--- src/rtl/mant_round_pkg.sv ---
package mant_round_pkg;
  typedef enum logic [1:0] {
    RND_NEAREST = 2'b00,
    RND_ZERO    = 2'b01,
    RND_DOWN    = 2'b10,
    RND_UP      = 2'b11
  } rnd_mode_e;

  typedef struct packed {
    logic inexact;
    logic bumpUp;
  } rnd_strobe_t;
endpackage

--- src/rtl/mant_round_ctrl.sv ---
module mant_round_ctrl
  import mant_round_pkg::*;
(
  input  logic        guardBit,
  input  logic        roundBit,
  input  logic        stickyBit,
  input  logic        lsbBit,
  input  logic        signBit,
  input  logic [1:0]  modeSel,
  output rnd_strobe_t strobes
);
  rnd_mode_e mode;
  logic      anyLost;
  logic      wantUp;

  always_comb begin
    mode    = rnd_mode_e'(modeSel);
    anyLost = guardBit | roundBit | stickyBit;
    unique case (mode)
      RND_ZERO: wantUp = 1'b0;
      RND_DOWN: wantUp = signBit;
      RND_UP:   wantUp = ~signBit;
      default:  wantUp = guardBit & (roundBit | stickyBit | lsbBit);
    endcase
    strobes.inexact = anyLost;
    strobes.bumpUp  = anyLost & wantUp;
  end
endmodule

--- src/rtl/mant_round_dp.sv ---
module mant_round_dp
  import mant_round_pkg::*;
#(
  parameter int MANT_W = 26
) (
  input  logic              clk,
  input  logic              rst,
  input  logic [MANT_W-1:0] mantIn,
  input  logic              stickyIn,
  input  logic              signIn,
  input  logic [1:0]        modeIn,
  input  rnd_strobe_t       strobes,
  output logic [MANT_W-2:0] mantOut,
  output logic              roundUpOut,
  output logic              inexactOut
);
  localparam int RES_W = MANT_W - 1;

  logic [RES_W-1:0] shifted;
  logic [RES_W-1:0] bumped;

  always_comb begin
    shifted = {1'b0, mantIn[MANT_W-1:2]};
    bumped  = shifted + {{(RES_W-1){1'b0}}, strobes.bumpUp};
  end

  always_ff @(posedge clk) begin
    if (rst) begin
      mantOut    <= '0;
      roundUpOut <= 1'b0;
      inexactOut <= 1'b0;
    end else begin
      mantOut    <= bumped;
      roundUpOut <= strobes.bumpUp;
      inexactOut <= strobes.inexact;
    end
  end

  p_reset_zero_r1: assert property (@(posedge clk)
    $past(rst) |-> (mantOut == '0 && !roundUpOut && !inexactOut));

  p_exact_r2: assert property (@(posedge clk) disable iff (rst)
    (!$past(rst) && $past(mantIn[1:0] == 2'b00 && !stickyIn))
      |-> (!inexactOut && !roundUpOut && mantOut == $past(shifted)));

  p_inexact_r3: assert property (@(posedge clk) disable iff (rst)
    (!$past(rst) && $past(mantIn[1:0] != 2'b00 || stickyIn)) |-> inexactOut);

  p_nearest_r4: assert property (@(posedge clk) disable iff (rst)
    (!$past(rst) && $past(modeIn == 2'b00 && !mantIn[1])) |-> !roundUpOut);

  p_no_bump_r5: assert property (@(posedge clk) disable iff (rst)
    (!$past(rst) && $past(modeIn == 2'b01)) |-> !roundUpOut);

  p_down_sign_r6: assert property (@(posedge clk) disable iff (rst)
    (!$past(rst) && $past(modeIn == 2'b10 && !signIn)) |-> !roundUpOut);

  p_up_sign_r7: assert property (@(posedge clk) disable iff (rst)
    (!$past(rst) && $past(modeIn == 2'b11 && signIn)) |-> !roundUpOut);

  p_bump_value_r9: assert property (@(posedge clk) disable iff (rst)
    (!$past(rst) && roundUpOut) |-> (mantOut == $past(shifted) + 1'b1));
endmodule

--- src/rtl/mant_round_unit.sv ---
module mant_round_unit
  import mant_round_pkg::*;
#(
  parameter int MANT_W = 26
) (
  input  logic              clk,
  input  logic              rst,
  input  logic [MANT_W-1:0] inMant,
  input  logic              inSticky,
  input  logic              inSign,
  input  logic [1:0]        inMode,
  output logic [MANT_W-2:0] outMant,
  output logic              outRoundUp,
  output logic              outInexact
);
  rnd_strobe_t strobes;

  mant_round_ctrl u_ctrl (
    .guardBit (inMant[1]),
    .roundBit (inMant[0]),
    .stickyBit(inSticky),
    .lsbBit   (inMant[2]),
    .signBit  (inSign),
    .modeSel  (inMode),
    .strobes  (strobes)
  );

  mant_round_dp #(.MANT_W(MANT_W)) u_dp (
    .clk       (clk),
    .rst       (rst),
    .mantIn    (inMant),
    .stickyIn  (inSticky),
    .signIn    (inSign),
    .modeIn    (inMode),
    .strobes   (strobes),
    .mantOut   (outMant),
    .roundUpOut(outRoundUp),
    .inexactOut(outInexact)
  );
endmodule

--- config.mk ---
export PLATFORM = sky130hd
export DESIGN_NAME = mant_round_unit
export DESIGN_NICKNAME = d
export VERILOG_FILES = /design/src/rtl/mant_round_pkg.sv /design/src/rtl/mant_round_ctrl.sv /design/src/rtl/mant_round_dp.sv /design/src/rtl/mant_round_unit.sv
export SDC_FILE = /design/constraint.sdc
export NUM_CORES = 1
export LEC_CHECK = 0
export ABC_AREA = 1
export BUFFER_PORTS_ARGS = -buffer_cell sky130_fd_sc_hd__buf_4
export CORE_MARGIN = 4
export CORE_UTILIZATION = 42
export DETAILED_ROUTE_END_ITERATION = 7
export GPL_TIMING_DRIVEN = 0
export PLACE_DENSITY = 0.85
export SLEW_MARGIN = 25
export SYNTH_ARGS = -nofsm -noshare
export SYNTH_HDL_FRONTEND = slang
export SYNTH_SLANG_ARGS = --single-unit
export TNS_END_PERCENT = 10
--- constraint.sdc ---
create_clock -name clk -period 1.45 [get_ports clk]
set_input_delay 0.0725 -clock clk [delete_from_list [all_inputs] [get_ports clk]]
set_output_delay 0.0725 -clock clk [all_outputs]
set_load 0.01 [all_outputs]
# Word-level counts from Yosys, hierarchy flattened
# Index checks and enable logic that the tools add are counted.
# word_totals
out_inout_bits	27
in_bits	32
reg_bits	27
wordCells	15
# classes
bitwise_logic	7
eq_ne	3
add_sub_neg	1
muxes	1
# ops
op	count
$add 24x1->25	1
$eq 2x2->1 const B	2
$or 1x1->1	4
$pmux 1 s3	1
$and 1x1->1	2
$eq 2x1->1 const B	1
$not 1->1	1

# Depth between registers and ports, before layout
# logic_depth
ltp_word	6
mapped_depth	14
ltp_nobuf	14

# By module
# A second synthesis with hierarchy kept.
# hier_totals
hier_cells	196
area_unflattened_um2	1342.5
# modules_own_cells
mod	instances	cells_each	area_per_inst_um2	seq_area_each_um2
mant_round_dp	1	181	1273.7	540.5
mant_round_ctrl	1	15	68.8	0.0

# Worst setup path before layout
# Ideal clock, no wire load.
# synth_timing
path_kind	input port to flip-flop
start	input port inMode[1]
end	register u_dp.mantOut[22]
required_ns	1.335
arrival_time_ns	1.388
path_slack_ns	-0.053
path_buffers	0
cell_stages	13
cell_sequence	nor2_1 > nand2_1 > o21a_1 > nor2_1 > ha_1 > ha_1 > nand2_1 > nor2_4 > nand2_2 > nor2_4 > nand3_1 > nand2_1 > nor2_1
# synth_lines
item	line_no	source
start: declaration	mant_round_unit.sv:11	input logic [1:0] inMode,
end signal: assignment	mant_round_dp.sv:33	mantOut <= bumped;
end: declaration	mant_round_dp.sv:13	output logic [MANT_W-2:0] mantOut,

==> run_results.csv <==
group,metric,value,unit
floorplan,die_w,64.33,um
final_layout,syn2layout_area_growth,53.61,%
status,status,"complete, no violations",
detailed_routing,m1WireLength,1429,um
placed_design,portBuffers,58,
timing,holdWs,0.01371,ns
pwr,peakVddDrop,0.3237,mV
clock_tree,tritoncts,"yes",
timing,min_period,1.450,ns
synth,syn_area_per_cell,6.833,sq um
detailed_routing,firstDrtPassIters,4,
global_routing,track_usage,0.1684,
critical_path,cp_common_cell,"nand2_1",
synth,syn-cell-area,1333,sq um
final_layout,drive_gt1_frac,0.3272,
detailed_routing,vias,1495,
timing,hold_viol,0,
placed_design,dp_hpwl,2588,um
detailed_routing,drtIter0Drc,59,
timing,worst_pin_slew,0.4243,ns
global_routing,grt_first_pass_wirelength,5644,um
detailed_routing,route.met3.wl,206,um
timing,setup_viol,0,
pwr,power_density,710.0,nW/um^2
placed_design,routabilityCongestion,0.8422,
synth,synth_seq_area_share,0.4056,
critical_path,crit_type,"input pin to flip-flop",
floorplan,start_util,0.4365,
synth,yosysWarnings,0,
critical_path,worst_path_largest_cell_delay,0.22,ns
global_routing,antenna_found_initial,0,
timing,relSlewSlack,0.7172,
detailed_routing,antenna_left,0,
final_layout,nets,307,
clock_tree,clk_path_buf_depth,2,
clock_tree,h-tree-depth,1,
detailed_routing,drcViolationCount,0,
floorplan,rows,20,
global_routing,grt_max_degree,15,
synth,syn_nets,229,
detailed_routing,totalWireLength,3508,um
floorplan,core-area,3053,sq um
clock_tree,clk_pin_slew,0.14,ns
critical_path,crit_path_max_fanout,5,
synth,synthCells,195,
timing,grt_setup_unrepaired,"true",
clock_tree,cts_buffers,3,
global_routing,overflow,0,
floorplan,dieArea,4138,sq um
floorplan,die_y,64.33,um
synth,synth-seq-cells,27,
pwr,p_leak,0.001013,uW
final_layout,diodes,0,
detailed_routing,viasPerCell,4.731,
critical_path,slowest_stage,"ha_2",
critical_path,cp_cell_sequence,"buf_8, nor2_4, nand2_1, o21a_1, nor2_1, ha_2, ha_4, nand2_4, nor2_4, nand3b_1, nor2_2, nand2_1, nand2_1, nor2_2",
critical_path,startpoint_type,"input pin",
job,maxCapViolCount,0,
detailed_routing,dr.max_layer_used,"met4",
critical_path,crit_required,1.69,ns
critical_path,critPathArrivalTime,1.69,ns
global_routing,grt_pass1_vias,1385,
placed_design,place_area,1823,sq um
clock_tree,cts.sinks,27,
detailed_routing,routed-wl-met2,1802,um
clock_tree,root_buffer,"clkbuf_4",
timing,max_freq,689.7,MHz
final_layout,fin_area,2047,sq um
timing,slew_violations,0,
worst_hold_path,hp-class,"input pin to flip-flop",
synth,synth.distinct_cells,18,
detailed_routing,wl_per_cell,11.10,um
timing,min_period_over_period,1.000,
critical_path,crit_path_end_kind,"flip-flop",
floorplan,ios,59,
## layout by cell type, fill, tap and decap left out, drive strengths merged
cell type    count
dlygate4sd3     11
o21ai            6
o21a             2
nand2           52
nor3             5
clkbuf           5
nand3           10
buf             63
ha               2
nor2            49
a21oi           12
dfxtp           27
inv             22
nand3b           3
xor2             3
## state kept, by name, indices dropped and copies added, names as in the netlist
register / flops
u_dp.inexactOut: 1
u_dp.mantOut: 25
u_dp.roundUpOut: 1
## area by class of cell
cell class                 instances  area (sq um)
fill                             271          1006
multi-input combinational        144         744.5
timing repair buffer              73         586.8
sequential                        27         540.5
inverter                          22         82.58
tap                               44         55.05
clock buffer                       4         26.28
buffer                             2         11.26
## metrics by stage
stage	power, uW	std cells	TNS (ns)	setup WS [ns]	utilization
global placement	1104	297	-3.455	-0.3245	0.5971
finish	1453	316	0	0.00004297	0.6705
floorplan	938.9	195	-0.1365	-0.05250	-
global route	1551	316	-0.4646	-0.1489	0.6705
CTS	1462	314	0	0.007691	0.6525
detailed placement	1110	297	-3.890	-0.3521	0.5971
## cell families after synthesis
logic type      Yosys count  synth area share
fa+ha+maj                 2           0.01878
compound gates           20           0.07887
simple gates            119            0.4066
xor+xnor                  3           0.01972
flops                    27            0.4056
buf+inv                  24           0.07042
## path summary, 6_finish.rpt
| path | cells after the start | to | slack (ns) | startpoint |
|---|---|---|---|---|
| worst max-delay path | 14 | u_dp.mantOut[18] | 0.00004 | inMode[0] |
| worst min-delay path | 3 | u_dp.mantOut[19] | 0.01 | inMant[21] |
## Yosys cell counts
| master | n | area share |
|---|---|---|
| nor2_1 | 40 | 0.11 |
| nand2_4 | 1 | 0.0085 |
| clkbuf_1 | 1 | 0.0028 |
| nand2_2 | 4 | 0.019 |
| nor2_2 | 4 | 0.019 |
| nor2_4 | 5 | 0.042 |
| nand3_1 | 10 | 0.038 |
| nand3b_1 | 3 | 0.017 |
| xor2_1 | 3 | 0.020 |
| nor3_1 | 5 | 0.019 |
| inv_1 | 22 | 0.062 |
| ha_1 | 2 | 0.019 |
| dfxtp_1 | 27 | 0.41 |
| o21a_1 | 2 | 0.011 |
| nand2_1 | 47 | 0.13 |
| buf_4 | 1 | 0.0056 |
| o21ai_0 | 6 | 0.023 |
| a21oi_1 | 12 | 0.045 |
## what timing repair did
item | 4_1_cts | 5_1_grt
setup endpoints to repair | 1 | 9
hold endpoints to repair | 11 | 0
resized for setup | 4 | 13
hold buffers | 11 | 0
buffers inserted | 2 | 2
pin swaps | 4 | 13
## per-layer routing
metal / GRT usage / vias up
li1: - / 760
met1: 0.1978 / 675
met2: 0.2938 / 52
met3: 0.03163 / 8
met4: 0.07652 / 0
met5: 0 / -
## power breakdown
part	switching, uW	internal, uW
clock	209	108
sequential	10.0	784
combinational	163	180
total	382	1070
## critical path: cells and delay by family
family | cells | cell delay (ns)
adders and majority gates | 2 | 0.38
and+or+nand+nor | 10 | 0.93
buffers and inverters | 1 | 0.10
AOI/OAI and AO/OA | 1 | 0.19
(Power assumes the default switching activity.)
